`src/rtl/reloc_pkg.sv`:
```
package reloc_pkg;

    localparam int ADDR_W    = 18;
    localparam int BLK_LOG2  = 9;
    localparam int BLK_W     = ADDR_W - BLK_LOG2;
    localparam int NUM_PAIRS = 2;
    localparam int PIDX_W    = (NUM_PAIRS > 1) ? $clog2(NUM_PAIRS) : 1;

    localparam int PAIR_INSTR = 0;
    localparam int PAIR_DATA  = 1;

    typedef logic [ADDR_W-1:0] addr_t;
    typedef logic [BLK_W-1:0]  blk_t;
    typedef logic [PIDX_W-1:0] pidx_t;

    typedef enum logic [1:0] {
        ACC_FETCH = 2'd0,
        ACC_READ  = 2'd1,
        ACC_WRITE = 2'd2,
        ACC_ALT   = 2'd3
    } acc_e;

    typedef struct packed {
        addr_t base;
        blk_t  lo;
        blk_t  hi;
    } window_t;

    typedef struct packed {
        logic                     guard;
        window_t [NUM_PAIRS-1:0]  win;
    } psr_t;

    // Fetches go through the instruction window, everything else through data.
    function automatic pidx_t pair_of(acc_e kind);
        return (kind == ACC_FETCH) ? pidx_t'(PAIR_INSTR) : pidx_t'(PAIR_DATA);
    endfunction

    function automatic blk_t block_of(addr_t a);
        return a[ADDR_W-1:BLK_LOG2];
    endfunction

    function automatic logic outside(blk_t b, window_t w);
        return (b < w.lo) || (b > w.hi);
    endfunction

    function automatic psr_t reset_psr();
        psr_t p;
        p.guard = 1'b0;
        for (int i = 0; i < NUM_PAIRS; i++) begin
            p.win[i].base = '0;
            p.win[i].lo   = '0;
            p.win[i].hi   = '1;
        end
        return p;
    endfunction

endpackage

```
`src/rtl/reloc_state_regs.sv`:
```
module reloc_state_regs
    import reloc_pkg::*;
(
    input  logic clk,
    input  logic rst,
    input  logic load,
    input  psr_t d,
    output psr_t q
);

    localparam psr_t RESET_VAL = reset_psr();

    always_ff @(posedge clk) begin
        if (rst) begin
            q <= RESET_VAL;
        end else if (load) begin
            q <= d;
        end
    end

endmodule

```
`src/rtl/reloc_pair_select.sv`:
```
module reloc_pair_select
    import reloc_pkg::*;
(
    input  psr_t       st,
    input  logic [1:0] kind,
    output window_t    win,
    output logic       guard
);

    pidx_t idx;

    always_comb begin
        idx   = pair_of(acc_e'(kind));
        win   = st.win[idx];
        guard = st.guard;
    end

endmodule

```
`src/rtl/reloc_window_check.sv`:
```
module reloc_window_check
    import reloc_pkg::*;
(
    input  window_t win,
    input  logic    guard,
    input  addr_t   rel,
    output addr_t   abs_addr,
    output logic    viol
);

    blk_t blk;

    always_comb begin
        abs_addr = rel + win.base;
        blk      = block_of(abs_addr);
        viol     = guard && outside(blk, win);
    end

endmodule

```
`src/rtl/addr_reloc_guard.sv`:
```
module addr_reloc_guard
    import reloc_pkg::*;
(
    input  logic              clk,
    input  logic              rst,
    input  logic              psr_load,
    input  logic              psr_guard,
    input  logic [ADDR_W-1:0] psr_ibase,
    input  logic [BLK_W-1:0]  psr_ilo,
    input  logic [BLK_W-1:0]  psr_ihi,
    input  logic [ADDR_W-1:0] psr_dbase,
    input  logic [BLK_W-1:0]  psr_dlo,
    input  logic [BLK_W-1:0]  psr_dhi,
    input  logic              req_valid,
    input  logic [1:0]        req_kind,
    input  logic [ADDR_W-1:0] req_addr,
    output logic              mem_req,
    output logic [ADDR_W-1:0] mem_addr,
    output logic              prot_fault,
    output logic [1:0]        out_kind
);

    psr_t    load_val;
    psr_t    state_q;
    window_t sel_win;
    logic    sel_guard;
    addr_t   abs_addr;
    logic    viol;

    always_comb begin
        load_val.guard                = psr_guard;
        load_val.win[PAIR_INSTR].base = psr_ibase;
        load_val.win[PAIR_INSTR].lo   = psr_ilo;
        load_val.win[PAIR_INSTR].hi   = psr_ihi;
        load_val.win[PAIR_DATA].base  = psr_dbase;
        load_val.win[PAIR_DATA].lo    = psr_dlo;
        load_val.win[PAIR_DATA].hi    = psr_dhi;
    end

    reloc_state_regs u_state (
        .clk  (clk),
        .rst  (rst),
        .load (psr_load),
        .d    (load_val),
        .q    (state_q)
    );

    reloc_pair_select u_sel (
        .st    (state_q),
        .kind  (req_kind),
        .win   (sel_win),
        .guard (sel_guard)
    );

    reloc_window_check u_chk_win (
        .win      (sel_win),
        .guard    (sel_guard),
        .rel      (req_addr),
        .abs_addr (abs_addr),
        .viol     (viol)
    );

    always_ff @(posedge clk) begin
        if (rst) begin
            mem_req    <= 1'b0;
            prot_fault <= 1'b0;
            mem_addr   <= '0;
            out_kind   <= '0;
        end else begin
            mem_req    <= req_valid && !viol;
            prot_fault <= req_valid && viol;
            if (req_valid) begin
                mem_addr <= abs_addr;
                out_kind <= req_kind;
            end
        end
    end

endmodule

```
`config.mk`:
```
export PLATFORM = sky130hd
export DESIGN_NAME = addr_reloc_guard
export DESIGN_NICKNAME = d
export VERILOG_FILES = /design/src/rtl/reloc_pkg.sv /design/src/rtl/reloc_state_regs.sv /design/src/rtl/reloc_pair_select.sv /design/src/rtl/reloc_window_check.sv /design/src/rtl/addr_reloc_guard.sv
export SDC_FILE = /design/constraint.sdc
export NUM_CORES = 1
export LEC_CHECK = 0
export CAP_MARGIN = 20
export CORE_MARGIN = 3
export CORE_UTILIZATION = 57
export CTS_BUF_LIST = sky130_fd_sc_hd__clkbuf_8
export CTS_CLUSTER_SIZE = 24
export DETAILED_ROUTE_END_ITERATION = 16
export PLACE_DENSITY = 0.89
export SETUP_SLACK_MARGIN = 0.15
export SLEW_MARGIN = 25
export SYNTH_ARGS = -nofsm -noshare
export SYNTH_HDL_FRONTEND = slang
export SYNTH_HIERARCHICAL = 1
export SYNTH_SLANG_ARGS = --single-unit
```
`constraint.sdc`:
```
create_clock -name clk -period 11 [get_ports clk]
set_input_delay 1.65 -clock clk [delete_from_list [all_inputs] [get_ports clk]]
set_output_delay 1.65 -clock clk [all_outputs]
set_load 0.01 [all_outputs]
```
==> key figures <==
STA
  – Maximum clock rate: 158 MHz
  – Final setup viols: 0
  – Worst-Margin Slew: 994 ps
  – Setup TNS: 0 ps
  – Final min period: around 6300 ps
  – RSZ-0062 raised after global routing: false
  – Tcrit/Tclk final: 0.574
  – Final hold violations: 0
  – Max Slew Vio Count: 0
  – Worst slew margin: 0.337
  – Final setup margin: between 4000 and 5000 ps
  – Skew final: 17.5 ps

Placed design
  – Post-detail-place hpwl: just over 9000 µm
  – # port buffers: approximately 120
  – Area after DPL: ~6300 µm²
  – RePlAce Congestion: ~0.9
  – Pre-CTS WS: ~4400 ps

Worst setup path
  – Reg-to-Reg Start: u_state/q[54]
  – CP Capture Type: register
  – Worst Setup Path Type: primary input to register
  – Data required, critical path: 11250 ps
  – R2R cell count: 16
  – R2R Setup Slk: a little under 7000 ps
  – RR Endpoint: mem_req
  – WP data arrival: roughly 6600 ps
  – Peak fanout along the critical path: 36
  – CP startpoint kind: primary input

Clocking
  – Clock insertion delay at the later pin of the skew report: 350 ps
  – TritonCTS buffer count: 9
  – CTS root buf: clkbuf_8
  – Worst-path clk slew: roughly 80 ps
  – Post-CTS sizing: 0
  – Clock buffer depth: 2
  – H-tree depth: 3
  – CTS tree: yes
  – Hold Buf Count CTS: 0
  – Setup repair bufs after CTS: 0
  – Clk sinks: 95

Layout
  – Fillers: around 630
  – Post-layout instance area: approximately 6600 µm²
  – Nets: 755
  – FF/Latch Area: roughly 1900 µm²
  – Most frequent cells in the layout: clkdlybuf4s50_1 (115), dfxtp_1 (95), nor2_1 (84)
  – Most common cell after layout, fill and taps aside: clkdlybuf4s50_1
  – Area occupied by multi-input gates: 3020 µm²
  – Ant diodes: 0
  – Util after Layout: 0.739
  – Share of cells above drive strength 1: 0.0861
  – Area Growth Syn to Fin: 23.8%

Floorplan
  – DIE HEIGHT: 102 µm
  – Core area: 8890 µm²
  – Die area: around 11000 µm²
  – Die X-Extent: 102 µm
  – Starting density of the core: 0.597
  – Io pins: ~120
  – Rows: 34

Route
  – Post-DRT Antenna Nets: 0
  – Router iterations before antenna repair: 4
  – Total Wirelength: about 12000 µm
  – Number of DRC markers in iteration 0: 156
  – DRC Markers: 0
  – Via count: ~4100
  – WL per Instance: between 15 and 20 µm
  – Vias per cell: between 5 and 6

Yosys
  – Prevailing post-synth register cell: dfxtp_1
  – Post-synthesis register bit count: 95
  – Register area share after synthesis: 0.358
  – Number of synthesized flops with an enable pin: 0
  – Synth Cell Area: about 5300 µm²
  – Post-synthesis cell count: between 500 and 600
  – Synth async-reset ratio: 0
  – Synth unique cells: 47
  – Synthesized net count: ~650
  – Synth warn: 6
  – Syn Area/Cell: around 10 µm²

Pwr
  – Reg power frac: 0.432
  – Peak VDD IR: between 0.07 and 0.08 mV
  – Clk pwr share: 0.303
  – Cell Int Power: around 0.64 mW
  – Combinational power share: 0.266
  – Sw power: roughly 0.24 mW
  – Static Leak: between 2 and 3 nW
  – Pwr/cell area: ~140 nW/µm²
  – Sw frac: 0.273

Min path
  – Min-Delay Path Depth: 2
  – Hold Path End: u_state/q[70]
  – Min-delay src: u_state/q[70]
  – Hold Crit Class: register to register

Run
  – Max_cap viols: 0

GRT
  – Grt total ovfl: 0
  – GRT Util Overall: 0.225
  – Wire length of the first global-routing pass: approximately 19000 µm
  – Initial antenna violation count: 0
  – Number of global-route vias before repair: 4074
  – Largest net degree at the start of global routing: 96

Run status
  – Status: complete, no violations
==> Yosys cell counts (5+ instances only) <==
| cell type | instances | area share |
|---|---|---|
| a211o_1 | 19 | 0.031 |
| a21oi_1 | 20 | 0.019 |
| buf_12 | 8 | 0.030 |
| buf_6 | 7 | 0.015 |
| clkbuf_1 | 8 | 0.0057 |
| dfxtp_1 | 95 | 0.36 |
| ha_1 | 34 | 0.080 |
| inv_1 | 24 | 0.017 |
| mux2_1 | 6 | 0.013 |
| mux2_4 | 30 | 0.085 |
| mux2i_1 | 75 | 0.14 |
| nand2_1 | 13 | 0.0092 |
| nand3_1 | 5 | 0.0047 |
| nor2_1 | 84 | 0.059 |
| nor2b_1 | 19 | 0.022 |
| o21ai_0 | 7 | 0.0066 |
| o21bai_1 | 5 | 0.0071 |
| xnor2_1 | 10 | 0.017 |
==> kinds of logic after synthesis <==
logic type      after synthesis  share of synthesized area
simple gates                136                      0.116
compound gates               77                      0.107
flops                        95                      0.358
mux                         111                      0.239
xor+xnor                     14                     0.0231
buf+inv                      51                     0.0719
fa+ha+maj                    35                     0.0839
==> metal layers <==
layer | up-vias | track usage | wire [µm]
li1 | 2022 | - | -
met1 | 1924 | 0.290 | 5350
met2 | 91 | 0.391 | 5940
met3 | 20 | 0.0277 | 392
met4 | 0 | 0.0716 | 205
met5 | - | 0 | 0
==> power groups by stage <==
stage | Combinational (mW) | Clock, mW | Sequential (mW)
6_report | 0.236 | 0.268 | 0.383
5_1_grt | 0.259 | 0.285 | 0.386
3_5_place_dp | 0.234 | 0 | 0.391
2_1_floorplan | 0.154 | 0 | 0.390
3_3_place_gp | 0.226 | 0 | 0.389
4_1_cts | 0.235 | 0.273 | 0.383
==> cell type report <==
cell class                      count  share of cell area
Tap cell                          108              0.0206
Multi-Input combinational cell    373               0.460
Inverter                           24              0.0137
Sequential cell                    95               0.290
Clock inverter                      6              0.0168
Clock buffer                        9              0.0189
Timing Repair Buffer              120               0.180
==> critical path: stages <==
cell	delay, ps
clkdlybuf4s50_1	500
nor2_8	700
mux2_4	360
ha_1	220
fa_1	410
a21o_1	200
a221oi_2	370
o22ai_2	180
a31oi_4	230
nor3_1	80
a311o_1	330
ha_1	310
o21a_1	190
o211ai_1	190
a31oi_1	80
o21ai_0	170
o21ai_0	140
nor3b_1	220
==> state kept, by name (all words and copies together) (netlist names) <==
register / count
mem_addr: 18
mem_req: 1
out_kind: 2
prot_fault: 1
u_state/q: 73
==> how the worst max path moves through the flow <==
stage,cells past startpoint,slack (ps),end,from
3_3_place_gp,18,4550,prot_fault,req_kind[1]
3_5_place_dp,18,4390,mem_req,req_kind[1]
2_1_floorplan,18,5660,prot_fault,req_kind[1]
4_1_cts,18,4750,mem_req,req_kind[1]
5_1_grt,18,4370,mem_req,req_kind[1]
6_report,18,4690,mem_req,req_kind[1]
==> through the flow <==
step	instances	power, mW	hold slack, ps
floorplan	519	0.544	453
global placement	720	0.616	466
detailed placement	720	0.624	481
CTS	735	0.891	502
global route	735	0.929	530
finish	735	0.887	500
(Power assumes the default switching activity.)
